[src/rtl/lut_remap_pkg.sv]
package lut_remap_pkg;

  typedef enum logic {
    REL_SAME   = 1'b0,
    REL_INVERT = 1'b1
  } rel_mode_e;

  // True when the two reads of one half violate the configured relation.
  function automatic logic relation_broken(input logic v_norm,
                                           input logic v_map,
                                           input rel_mode_e mode);
    logic differ;
    differ = v_norm ^ v_map;
    return (mode == REL_SAME) ? differ : ~differ;
  endfunction

  // Count of stored bits for a table with the given input count.
  function automatic int table_bits(input int n_in);
    return 1 << n_in;
  endfunction

endpackage

[src/rtl/cfg_chain.sv]
module cfg_chain #(
  parameter int CFG_W = 24,
  parameter int TBL_W = 16,
  parameter int IDX_W = 4
) (
  input  logic             clk,
  input  logic             rst_n,
  input  logic             load,
  input  logic             sdi,
  input  logic             flip_en,
  input  logic [IDX_W-1:0] flip_idx,
  output logic [CFG_W-1:0] cfg_q
);

  logic [CFG_W-1:0] flip_mask;

  always_comb begin
    flip_mask = '0;
    for (int i = 0; i < TBL_W; i++) begin
      if (flip_idx == IDX_W'(i)) flip_mask[i] = 1'b1;
    end
  end

  always_ff @(posedge clk or negedge rst_n) begin
    if (!rst_n) begin
      cfg_q <= '0;
    end else if (load) begin
      cfg_q <= {cfg_q[CFG_W-2:0], sdi};
    end else if (flip_en) begin
      cfg_q <= cfg_q ^ flip_mask;
    end
  end

endmodule

[src/rtl/remap_half.sv]
module remap_half
  import lut_remap_pkg::*;
#(
  parameter int AW = 3,
  localparam int DEPTH = 1 << AW
) (
  input  logic [DEPTH-1:0] tbl,
  input  logic [AW-1:0]    addr,
  input  logic [AW-1:0]    mask,
  input  rel_mode_e        mode,
  output logic             rd_norm,
  output logic             broken
);

  logic [AW-1:0] map_addr;
  logic          rd_map;

  assign map_addr = addr ^ mask;
  assign rd_norm  = tbl[addr];
  assign rd_map   = tbl[map_addr];
  assign broken   = relation_broken(rd_norm, rd_map, mode);

endmodule

[src/rtl/err_track.sv]
module err_track (
  input  logic clk,
  input  logic rst_n,
  input  logic load,
  input  logic clr,
  input  logic broken,
  output logic fail_gated,
  output logic err_flag,
  output logic err_sticky
);

  assign fail_gated = broken & ~load;

  always_ff @(posedge clk or negedge rst_n) begin
    if (!rst_n) begin
      err_flag   <= 1'b0;
      err_sticky <= 1'b0;
    end else begin
      err_flag <= fail_gated;
      if (clr)             err_sticky <= 1'b0;
      else if (fail_gated) err_sticky <= 1'b1;
    end
  end

endmodule

[src/rtl/lut4_remap_guard.sv]
module lut4_remap_guard
  import lut_remap_pkg::*;
#(
  parameter int N_IN = 4,
  localparam int HALF_AW = N_IN - 1,
  localparam int HALF_D  = 1 << HALF_AW,
  localparam int TBL_W   = 2 * HALF_D,
  localparam int MAP_W   = HALF_AW + 1,
  localparam int CFG_W   = TBL_W + 2 * MAP_W
) (
  input  logic            clk,
  input  logic            rst_n,
  input  logic            cfg_load,
  input  logic            cfg_sdi,
  input  logic            err_clr,
  input  logic [N_IN-1:0] lut_in,
  input  logic            flip_en,
  input  logic [N_IN-1:0] flip_idx,
  output logic            lut_out,
  output logic            err_flag,
  output logic            err_sticky
);

  logic [CFG_W-1:0]   cfg_q;
  logic [1:0]         half_out;
  logic [1:0]         half_broken;
  logic [HALF_AW-1:0] half_mask [2];
  rel_mode_e          half_mode [2];

  logic               sel;
  logic [HALF_AW-1:0] sel_mask;
  logic               sel_comp;
  logic               sel_broken;
  logic               fail_gated;

  cfg_chain #(
    .CFG_W (CFG_W),
    .TBL_W (TBL_W),
    .IDX_W (N_IN)
  ) u_cfg (
    .clk      (clk),
    .rst_n    (rst_n),
    .load     (cfg_load),
    .sdi      (cfg_sdi),
    .flip_en  (flip_en),
    .flip_idx (flip_idx),
    .cfg_q    (cfg_q)
  );

  for (genvar h = 0; h < 2; h++) begin : g_half
    localparam int MAP_LSB = TBL_W + h * MAP_W;

    assign half_mask[h] = cfg_q[MAP_LSB +: HALF_AW];
    assign half_mode[h] = rel_mode_e'(cfg_q[MAP_LSB + HALF_AW]);

    remap_half #(
      .AW (HALF_AW)
    ) u_half (
      .tbl     (cfg_q[h*HALF_D +: HALF_D]),
      .addr    (lut_in[HALF_AW-1:0]),
      .mask    (half_mask[h]),
      .mode    (half_mode[h]),
      .rd_norm (half_out[h]),
      .broken  (half_broken[h])
    );
  end

  assign sel        = lut_in[N_IN-1];
  assign lut_out    = half_out[sel];
  assign sel_broken = half_broken[sel];
  assign sel_mask   = half_mask[sel];
  assign sel_comp   = (half_mode[sel] == REL_INVERT);

  err_track u_err (
    .clk        (clk),
    .rst_n      (rst_n),
    .load       (cfg_load),
    .clr        (err_clr),
    .broken     (sel_broken),
    .fail_gated (fail_gated),
    .err_flag   (err_flag),
    .err_sticky (err_sticky)
  );

endmodule

[config.mk]
export PLATFORM = sky130hd
export DESIGN_NAME = lut4_remap_guard
export DESIGN_NICKNAME = d
export VERILOG_FILES = /design/src/rtl/lut_remap_pkg.sv /design/src/rtl/cfg_chain.sv /design/src/rtl/remap_half.sv /design/src/rtl/err_track.sv /design/src/rtl/lut4_remap_guard.sv
export SDC_FILE = /design/constraint.sdc
export NUM_CORES = 1
export LEC_CHECK = 0
export BUFFER_PORTS_ARGS = -buffer_cell sky130_fd_sc_hd__buf_4
export CORE_UTILIZATION = 62
export DETAILED_ROUTE_END_ITERATION = 12
export GPL_TIMING_DRIVEN = 0
export HOLD_SLACK_MARGIN = 0.06
export PLACE_DENSITY = 0.85
export SLEW_MARGIN = 20
export SYNTH_ARGS = -nofsm -noshare
export SYNTH_HDL_FRONTEND = slang
export SYNTH_SLANG_ARGS = --single-unit
[constraint.sdc]
create_clock -name clk -period 4 [get_ports clk]
set_input_delay 0.6 -clock clk [delete_from_list [all_inputs] [get_ports clk]]
set_output_delay 0.6 -clock clk [all_outputs]
set_load 0.005 [all_outputs]
==> implementation parameters <==
Parameter                              Value

Logic synthesis
  Cell variety after synth    26
  Cells after synthesis    145
  Register bit total from synthesis    26
  Synth Flop Type    sky130_fd_sc_hd__dfrtp_1
  Post-Synthesis Mean Instance Area    10.93 um2
  Net count after synthesis    159
  Summed instance area of the synthesized netlist    1585 um2
  Warnings from Yosys    0
  Seq/Total Area, Yosys    41.04%
  Post-synth EDFFs    0
  Share of synthesized flip-flops with an asynchronous set or reset    100.0%

Timing
  Share of the clock period used by the worst path after layout    60.26%
  Pins Over Slew Limit    0
  # setup viols final    0
  Clock tree skew after final layout    0.001192 ns
  Final hold viol count    0
  Max-Slew Margin vs Limit    between 60% and 70%
  Setup TNS    0 ns
  Highest clock frequency the design can meet    414.9 MHz
  PnR worst setup slack    between 1.5 and 2 ns
  Worst hold slack    around 0.15 ns
  Worst Max-Slew Pin Slew    0.4918 ns
  Clock period minus final worst setup slack    2.410 ns
  Setup repair after global routing missed its margin    no

Critical path
  Worst endpoint required time    3.40 ns
  Critical path endpoint category    output port
  Critical path arrival    about 1.8 ns
  FF-to-FF path depth    6
  Worst Path Max Fanout    4
  Startpoint kind of the worst setup timing path    flip-flop
  Start-to-end type of the worst setup path    reg2out
  R2R Path Start    u_cfg.cfg_q[20]
  Largest incremental delay on the critical path    0.58 ns
  Minimum setup slack among reg-to-reg paths    around 1.9 ns
  Reg-to-reg critical path endpoint    u_err.err_sticky
  Startpoint of the worst setup timing path    u_cfg.cfg_q[9]
  Highest-delay cell along the critical path    sky130_fd_sc_hd__mux4_1
  Total buffers and inverters traversed by the critical path    1
  Category of cells accounting for the largest share of critical-path delay    multiplexers
  CP cell instances    mux4_1 > mux2i_4 > mux2i_1 > buf_4

Routing
  First-pass detailed-route iteration total    4
  Post-route DRC violation count    0
  Starting DRC count in detailed routing    34
  Routed Wire Length    2964 um
  Via total after detailed routing    1105
  Detail Route Antenna Nets    0
  Average vias per placed instance    5.909
  Routed WL per cell    approximately 16 um

Clock network
  Count of H-tree levels built during CTS    1
  Post-CTS Setup Repair Bufs    0
  Cts bufs inserted    3
  Library cell used as clock root buffer    sky130_fd_sc_hd__clkbuf_4
  Clock Sinks    26
  Largest buffer count on any clock path    2
  Number of hold-repair buffers added at the cts stage    0
  CTS clk-pin slew, worst paths    0.14 ns
  Clock latency on the worst-skew pair    around 0.32 ns
  CTS tree    done
  Post-cts resize count    0

Power
  Leakage power figure    a little over 0.0007 uW
  Power density relative to cell area    482.9 nW/um2
  Highest ir drop seen on vdd    0.3284 mV

Min path
  Kind of path behind the tightest hold check    in2async

Placed design
  Half-perimeter wire length after detailed placement    2230 um
  Pre-CTS worst setup slack    ~1.6 ns
  PortBufs    10
  Placed standard-cell area    1695 um2
  Routability congestion estimate from global placement    0.8283

Floorplan
  Overall die area    2763 um2
  Horiz. Die Dim    52.57 um
  Chip Height    about 53 um
  Site Rows    17
  Top Ports    17
  Effective utilization at floorplan    68.38%
  Core Region    2318 um2

Layout
  Count of inserted antenna diode cells    0
  Fill cell total of the finished layout    ~160
  Most common library cell in the layout ignoring fill and taps    sky130_fd_sc_hd__dfrtp_1
  Layout area overhead    9.234%
  Number of nets in the layout    174
  Finished Cell Area    1732 um2
  Most frequent cells in the layout    sky130_fd_sc_hd__dfrtp_1 (26), sky130_fd_sc_hd__xnor2_1 (20), sky130_fd_sc_hd__nand2_1 (18)
  Ratio of cells with drive above 1 in the final layout    20.13%

Global route
  Number of antenna violations at the first check in global routing    0
  Maximum number of pins on one net before global-route repair    27
  Total global-route track usage    26.46%
  Wire length of the first global-routing pass    5133 um
  Number of global-route vias before repair    roughly 1100
  Remaining Overflow, GRT    0

Job
  Maximum capacitance violations    0

Outcome
  Result of the run    finished, final reports clean
-- Yosys cell counts, types with 2 or more instances --
master | number | area [um2]
sky130_fd_sc_hd__xnor2_1 | 20 | 175.2
sky130_fd_sc_hd__nand2_1 | 18 | 67.56
sky130_fd_sc_hd__clkbuf_1 | 7 | 26.28
sky130_fd_sc_hd__o21ai_0 | 16 | 80.08
sky130_fd_sc_hd__mux2_2 | 8 | 90.09
sky130_fd_sc_hd__nor2_1 | 11 | 41.29
sky130_fd_sc_hd__nand3_1 | 2 | 10.01
sky130_fd_sc_hd__dfrtp_1 | 26 | 650.6
sky130_fd_sc_hd__mux2i_1 | 4 | 40.04
sky130_fd_sc_hd__nand2b_1 | 2 | 12.51
sky130_fd_sc_hd__nor3_1 | 4 | 20.02
sky130_fd_sc_hd__nand3b_1 | 3 | 22.52
sky130_fd_sc_hd__mux4_2 | 4 | 90.09
sky130_fd_sc_hd__xor2_1 | 5 | 43.79
sky130_fd_sc_hd__mux4_1 | 4 | 105.1
-- layer usage --
layer | wire length [um] | up-vias | share of wire (%) | track usage, %
met4 | 68 | 0 | 2.3 | 9.211
met3 | 116 | 7 | 3.9 | 2.609
met1 | 1335 | 535 | 45 | 36.28
met2 | 1444 | 32 | 49 | 43.67
li1 | - | 531 | - | -
met5 | 0 | - | 0 | 0
-- where the power goes --
part	switching, uW	internal (uW)	total (uW)	leakage, uW
combinational	122	176	298	0.000359
clock	78.4	55.8	134	0.0000210
sequential	73.1	331	404	0.000340
-- how the worst max path moves through the flow --
stage                             to  cells past startpoint
floorplan           u_err.err_sticky                      7
global route                 lut_out                      4
detailed placement  u_err.err_sticky                      7
CTS                          lut_out                      4
finish                       lut_out                      4
global placement    u_err.err_sticky                      7
-- layout make-up --
cell class	instances	area [um2]	area share (%)
Inverter	1	3.754	0.2168
Multi-Input combinational cell	108	883.3	51.01
Tap cell	28	35.03	2.023
Buffer	10	47.55	2.746
Clock buffer	4	36.28	2.095
Timing Repair Buffer	10	75.07	4.335
Sequential cell	26	650.6	37.57
-- kinds of logic after synthesis --
logic type / synth area share, %
and+or+nand+nor: 12.79
xor gates and xnor gates: 14.84
DFF: 41.04
muxes: 21.94
AOI/OAI and AO/OA: 6.157
buffers and inverters: 3.235
-- metrics by stage --
stage	std cells	total power [uW]	util [%]
3_3_place_gp	183	691.2	73.12
2_1_floorplan	145	623.2	-
5_1_grt	187	891.7	74.69
3_5_place_dp	183	707.7	73.12
6_report	187	836.2	74.69
4_1_cts	187	840.8	74.69
-- registers in the layout, summed over array words and instances (netlist names) --
register / cells
u_err.err_flag: 1
u_err.err_sticky: 1
u_cfg.cfg_q: 24
Power figures use the tool's default switching activity.
